File: src/rtl/gpio_mp_pkg.sv
package gpio_mp_pkg;

    typedef enum logic [1:0] {
        ACC_NONE  = 2'd0,
        ACC_DATA  = 2'd1,
        ACC_DIR   = 2'd2,
        ACC_OTHER = 2'd3
    } gmp_acc_e;

    // Classify a bus offset: the data window spans 4 bytes per mask pattern,
    // the direction register sits right above it.
    function automatic gmp_acc_e gmp_decode(input logic sel,
                                            input logic [31:0] ofs,
                                            input int unsigned pins);
        logic [31:0] win;
        win = 32'd1 << (pins + 2);
        if (!sel)
            return ACC_NONE;
        else if (ofs < win)
            return ACC_DATA;
        else if (ofs == win)
            return ACC_DIR;
        else
            return ACC_OTHER;
    endfunction

endpackage

File: src/rtl/gmp_sync.sv
module gmp_sync #(
    parameter int W      = 8,
    parameter int STAGES = 2
) (
    input  logic         clk,
    input  logic         rst_n,
    input  logic [W-1:0] din,
    output logic [W-1:0] dout
);
    logic [W-1:0] stg_d [STAGES];
    logic [W-1:0] stg_q [STAGES];

    always_comb begin
        stg_d[0] = din;
        for (int k = 1; k < STAGES; k++)
            stg_d[k] = stg_q[k-1];
    end

    always_ff @(posedge clk or negedge rst_n) begin
        if (!rst_n) begin
            for (int k = 0; k < STAGES; k++)
                stg_q[k] <= '0;
        end else begin
            for (int k = 0; k < STAGES; k++)
                stg_q[k] <= stg_d[k];
        end
    end

    assign dout = stg_q[STAGES-1];
endmodule

File: src/rtl/gmp_regs.sv
module gmp_regs
    import gpio_mp_pkg::*;
#(
    parameter int PINS  = 8,
    parameter int BUS_W = 32
) (
    input  logic             clk,
    input  logic             rst_n,
    input  gmp_acc_e         acc,
    input  logic             wr,
    input  logic [PINS-1:0]  mask,
    input  logic [PINS-1:0]  wdata,
    input  logic [PINS-1:0]  sync_in,
    output logic [PINS-1:0]  data_q,
    output logic [PINS-1:0]  dir_q,
    output logic [BUS_W-1:0] rdata
);
    typedef struct packed {
        logic [PINS-1:0] data;
        logic [PINS-1:0] dir;
    } regs_t;

    regs_t           cur_q, nxt_d;
    logic [PINS-1:0] wmask_d;

    always_comb begin
        nxt_d = cur_q;
        // input pins follow the synchronized pin level
        for (int i = 0; i < PINS; i++)
            if (!cur_q.dir[i])
                nxt_d.data[i] = sync_in[i];
        // masked software write, output pins only
        wmask_d    = (acc == ACC_DATA && wr) ? (mask & cur_q.dir) : '0;
        nxt_d.data = (nxt_d.data & ~wmask_d) | (wdata & wmask_d);
        if (acc == ACC_DIR && wr)
            nxt_d.dir = wdata;
    end

    always_ff @(posedge clk or negedge rst_n) begin
        if (!rst_n)
            cur_q <= '0;
        else
            cur_q <= nxt_d;
    end

    always_comb begin
        rdata = '0;
        if (!wr) begin
            if (acc == ACC_DATA)
                rdata = BUS_W'(cur_q.data & mask);
            else if (acc == ACC_DIR)
                rdata = BUS_W'(cur_q.dir);
        end
    end

    assign data_q = cur_q.data;
    assign dir_q  = cur_q.dir;

    p_dir_write_r4: assert property (@(posedge clk) disable iff (!rst_n)
        (acc == ACC_DIR && wr) |=> (dir_q == $past(wdata)));

    p_read_mask_r1: assert property (@(posedge clk) disable iff (!rst_n)
        (acc == ACC_DATA && !wr) |-> ((rdata & ~BUS_W'(mask)) == '0));

    p_other_zero_r8: assert property (@(posedge clk) disable iff (!rst_n)
        (acc == ACC_OTHER) |-> (rdata == '0));

    for (genvar g = 0; g < PINS; g++) begin : g_chk
        p_input_follow_r3: assert property (@(posedge clk) disable iff (!rst_n)
            (!dir_q[g]) |=> (data_q[g] == $past(sync_in[g])));

        p_output_hold_r2: assert property (@(posedge clk) disable iff (!rst_n)
            (dir_q[g] && !(acc == ACC_DATA && wr && mask[g])) |=> $stable(data_q[g]));
    end
endmodule

File: src/rtl/gmp_drive.sv
module gmp_drive #(
    parameter int PINS = 8
) (
    input  logic            clk,
    input  logic            rst_n,
    input  logic [PINS-1:0] data_i,
    input  logic [PINS-1:0] dir_i,
    output logic [PINS-1:0] pin_out,
    output logic [PINS-1:0] pin_toggle
);
    typedef struct packed {
        logic [PINS-1:0] lvl;
        logic [PINS-1:0] tog;
    } drv_t;

    drv_t            cur_q, nxt_d;
    logic [PINS-1:0] lvl_d;

    for (genvar g = 0; g < PINS; g++) begin : g_pin
        assign lvl_d[g] = dir_i[g] ? data_i[g] : 1'b1;
    end

    always_comb begin
        nxt_d.lvl = lvl_d;
        nxt_d.tog = lvl_d ^ cur_q.lvl;
    end

    always_ff @(posedge clk or negedge rst_n) begin
        if (!rst_n)
            cur_q <= '0;
        else
            cur_q <= nxt_d;
    end

    assign pin_out    = cur_q.lvl;
    assign pin_toggle = cur_q.tog;

    p_strobe_r6: assert property (@(posedge clk) disable iff (!rst_n)
        pin_toggle == (pin_out ^ $past(pin_out)));

    for (genvar g = 0; g < PINS; g++) begin : g_chk
        p_input_high_r5: assert property (@(posedge clk) disable iff (!rst_n)
            (!dir_i[g]) |=> pin_out[g]);
    end
endmodule

File: src/rtl/gpio_masked_port.sv
module gpio_masked_port
    import gpio_mp_pkg::*;
#(
    parameter int PINS   = 8,
    parameter int ADDR_W = 12,
    parameter int BUS_W  = 32,
    parameter int SYNC_N = 2
) (
    input  logic              clk,
    input  logic              rst_n,
    input  logic              bus_sel,
    input  logic              bus_wr,
    input  logic [ADDR_W-1:0] bus_addr,
    input  logic [PINS-1:0]   bus_wdata,
    output logic [BUS_W-1:0]  bus_rdata,
    input  logic [PINS-1:0]   pin_in,
    output logic [PINS-1:0]   pin_out,
    output logic [PINS-1:0]   pin_toggle
);
    localparam int MASK_LO = 2;
    localparam int MASK_HI = PINS + MASK_LO - 1;

    gmp_acc_e        acc;
    logic [PINS-1:0] addr_mask;
    logic [PINS-1:0] sync_lvl;
    logic [PINS-1:0] data_q;
    logic [PINS-1:0] dir_q;

    assign acc       = gmp_decode(bus_sel, 32'(bus_addr), PINS);
    assign addr_mask = bus_addr[MASK_HI:MASK_LO];

    gmp_sync #(.W(PINS), .STAGES(SYNC_N)) u_sync (
        .clk  (clk),
        .rst_n(rst_n),
        .din  (pin_in),
        .dout (sync_lvl)
    );

    gmp_regs #(.PINS(PINS), .BUS_W(BUS_W)) u_regs (
        .clk    (clk),
        .rst_n  (rst_n),
        .acc    (acc),
        .wr     (bus_wr),
        .mask   (addr_mask),
        .wdata  (bus_wdata),
        .sync_in(sync_lvl),
        .data_q (data_q),
        .dir_q  (dir_q),
        .rdata  (bus_rdata)
    );

    gmp_drive #(.PINS(PINS)) u_drive (
        .clk       (clk),
        .rst_n     (rst_n),
        .data_i    (data_q),
        .dir_i     (dir_q),
        .pin_out   (pin_out),
        .pin_toggle(pin_toggle)
    );
endmodule

File: config.mk
export PLATFORM = sky130hd
export DESIGN_NAME = gpio_masked_port
export DESIGN_NICKNAME = d
export VERILOG_FILES = /design/src/rtl/gpio_mp_pkg.sv /design/src/rtl/gmp_sync.sv /design/src/rtl/gmp_regs.sv /design/src/rtl/gmp_drive.sv /design/src/rtl/gpio_masked_port.sv
export SDC_FILE = /design/constraint.sdc
export NUM_CORES = 1
export LEC_CHECK = 0
export ABC_AREA = 1
export BUFFER_PORTS_ARGS = -buffer_cell sky130_fd_sc_hd__buf_2
export CAP_MARGIN = 20
export CORE_ASPECT_RATIO = 1.4
export CORE_MARGIN = 8
export CORE_UTILIZATION = 53
export CTS_CLUSTER_DIAMETER = 60
export DETAILED_ROUTE_END_ITERATION = 6
export PLACE_DENSITY = 0.82
export SLEW_MARGIN = 20
export SYNTH_ARGS = -nofsm -noshare
export SYNTH_HDL_FRONTEND = slang
export SYNTH_SLANG_ARGS = --single-unit
File: constraint.sdc
create_clock -name clk -period 2.8 [get_ports clk]
set_input_delay 0.56 -clock clk [delete_from_list [all_inputs] [get_ports clk]]
set_output_delay 0.56 -clock clk [all_outputs]
set_load 0.005 [all_outputs]
==> impl_metrics.csv <==
group,metric,value,unit
floorplanning,coreArea,4169,um2
clock_tree,clockBufferDepth,2,
setup_path,crit_slowest_cell,"nor2_4",
clock_tree,cts_setup_buffers,0,
status,status,"finished clean",
yosys,seq_area_frac_synth,0.5319,
routing,post-route-drc-count,0,
routing,wire_per_inst,13.36,um
setup_path,r2r_slack,1710,ps
layout,nNetsFinal,331,
setup_path,cp-start-kind,"primary input",
global_route,grt_pass1_vias,1721,
placement,placement.io_buffers,55,
placement,placedCellCount,337,
floorplanning,die_w,71.17,um
layout,multi_input_area,843.3,um2
layout,antenna_cells,0,
layout,fill_cells,373,
hold_path,hold_path.class,"in -> async",
yosys,synth_area,2258,um2
clock_tree,worstSkewPairLatency,290,ps
setup_path,r2r_end,"u_drive.pin_toggle[7]",
routing,num_vias,1735,
setup_path,crit_fanout,17,
clock_tree,cts-resized-gates,0,
setup_path,worstSetupPathDepth,7,
global_route,grt_usage,0.1444,
power_and_ir_drop,p_leak,0.001330,uW
routing,dr.pass1.iters,4,
clock_tree,cts_made_buffers,5,
yosys,synthCells,240,
clock_tree,h-tree-depth,2,
setup_path,critical_path_arrival,1650,ps
setup_path,cp_slowest_stage_delay,330,ps
sta,final.setup_skew,4.727,ps
setup_path,r2r_start,"u_regs.dir_q[7]",
sta,fmax,453.3,MHz
setup_path,cp_top_family,"simple AND/OR/NAND/NOR gates",
setup_path,cp_cell_sequence,"buf_2 -> nor2_1 -> nand2_1 -> nor2_4 -> nand3_1 -> a21oi_1 -> buf_2",
routing,drt_wl_total,4.596,mm
floorplanning,pin_count,80,
layout,areaGrowthSynthToFinish,13.07,%
routing,via_per_inst,5.044,
routing,drt-initial-drc-count,86,
sta,fin_crit_sh,0.7879,
power_and_ir_drop,peakVddDrop,0.2982,mV
layout,drive_gt1_frac,0.2876,
yosys,yosysWarningCount,0,
floorplanning,dieHeight,93.24,um
sta,hold_violations,0,
setup_path,path_buf_inv,2,
placement,dpl.hpwl,3.553,mm
setup_path,reg2reg_depth,3,
setup_path,cp-end-kind,"output port",
sta,slew_headroom,0.5625,
sta,rsz0062_at_grt,"false",
yosys,ys_ff_latch,48,
sta,worstMarginPinSlew,656.3,ps
layout,seqCellArea,1201,um2
layout,final_util,0.6125,
yosys,synth.distinct_cells,23,
floorplanning,die_area,6636,um2
floorplanning,rows,28,
sta,setup_viol,0,
global_route,grt_overflow,0,
global_route,grt_max_degree,31,
sta,slew_violations,0,
clock_tree,clk_pin_slew,80,ps
sta,hold_slack,284.8,ps
sta,tns,0,ps
clock_tree,cts_root_buffer,"clkbuf_8",
routing,postRouteAntennaNets,0,
clock_tree,cts-hold-fix-buffers,0,
setup_path,worstPathRequired,2240,ps
global_route,grt_pass1_wl,7.693,mm
power_and_ir_drop,p_per_area,466.8,nW/um2
setup_path,cp_common_cell,"buf_2",
yosys,avgSynthCellArea,9.410,um2
clock_tree,clock_sinks,48,
layout,fin_cells,344,
clock_tree,cts_tree,"built",
global_route,antenna_found_initial,0,
placement,gp_congestion,0.8186,
run,maxCapViolCount,0,
setup_path,crit_type,"in -> out",
sta,post-route-min-period,2206,ps
floorplanning,start_util,0.5417,
==> cell usage after synthesis (all sizes together) <==
library cell | instances | area [um2]
a21oi | 8 | 47.55
buf | 28 | 215.2
conb | 1 | 3.750
dfrtp | 48 | 1201
inv | 22 | 85.08
nand2 | 67 | 254.0
nand3 | 26 | 157.7
nand4 | 16 | 100.1
nor2 | 8 | 75.07
o21ai | 1 | 5.000
or2 | 7 | 43.79
xor2 | 8 | 70.07
==> how the worst max path moves through the flow <==
| stage | endpoint | slack [ps] | start |
|---|---|---|---|
| 2_1_floorplan | bus_rdata[6] | 990 | bus_addr[10] |
| 3_3_place_gp | bus_rdata[1] | 640 | bus_addr[2] |
| 3_5_place_dp | bus_rdata[2] | 600 | bus_addr[2] |
| 4_1_cts | bus_rdata[2] | 600 | bus_addr[2] |
| 5_1_grt | bus_rdata[7] | 480 | bus_addr[2] |
| 6_report | bus_rdata[2] | 590 | bus_addr[2] |
==> metrics by stage <==
step / setup WS [ps] / area (um2) / power, uW
final: 593.9 / 2554 / 1192
after global routing: 484.7 / 2554 / 1246
after CTS: 602.5 / 2554 / 1208
after detailed placement: 598.1 / 2476 / 828.8
after global placement: 637.6 / 2476 / 826.3
after floorplan: 989.0 / 2345 / 796.9
==> cells in the final DEF (no fill, tap or decap), types with 2 or more instances in the layout <==
cell,n
conb_1,24
a21oi_1,6
nand3_1,22
dfrtp_1,48
nand2_1,66
or2_2,7
inv_2,3
inv_1,18
nor2_8,2
clkbuf_8,5
nand4_1,16
nor2_1,3
a21oi_2,2
nor2_2,2
buf_2,55
nand3_2,3
buf_4,2
xor2_1,8
==> layer usage <==
| metal | routed length (um) | GRT usage | vias up |
|---|---|---|---|
| met1 | 1799 | 0.1542 | 828 |
| met5 | 0 | 0 | - |
| met3 | 379 | 0.05996 | 8 |
| li1 | - | - | 839 |
| met4 | 109 | 0.06446 | 0 |
| met2 | 2307 | 0.2429 | 60 |
==> cell families (layout without fill, tap and decap cells) <==
group / after synthesis / in the layout / synth area share
simple gates: 124 / 124 / 0.2792
buf+inv: 50 / 86 / 0.1330
flops: 48 / 48 / 0.5319
compound gates: 9 / 9 / 0.02327
xor+xnor: 8 / 8 / 0.03103
other cells: 1 / 24 / 0.001660
==> worst register-to-register path, stage by stage, from the launching register on <==
cell and delay, ps:
dfrtp_1 450, inv_1 80, or2_2 300, xor2_1 150
==> power by group <==
group / internal, uW / leakage [uW] / switching [uW]
clock: 170 / 0.0000410 / 208
sequential: 711 / 0.000573 / 7.90
combinational: 31.8 / 0.000716 / 63.9
total: 912 / 0.00133 / 280
==> final cells by class <==
cell class,instances,area share
clock buffers,6,0.02842
clock inverters,1,0.001960
inverters,22,0.03332
multi-input cells,165,0.3302
flip-flops and latches,48,0.4704
well taps,45,0.02205
repair buffers,57,0.1137
(Power assumes the default switching activity.)
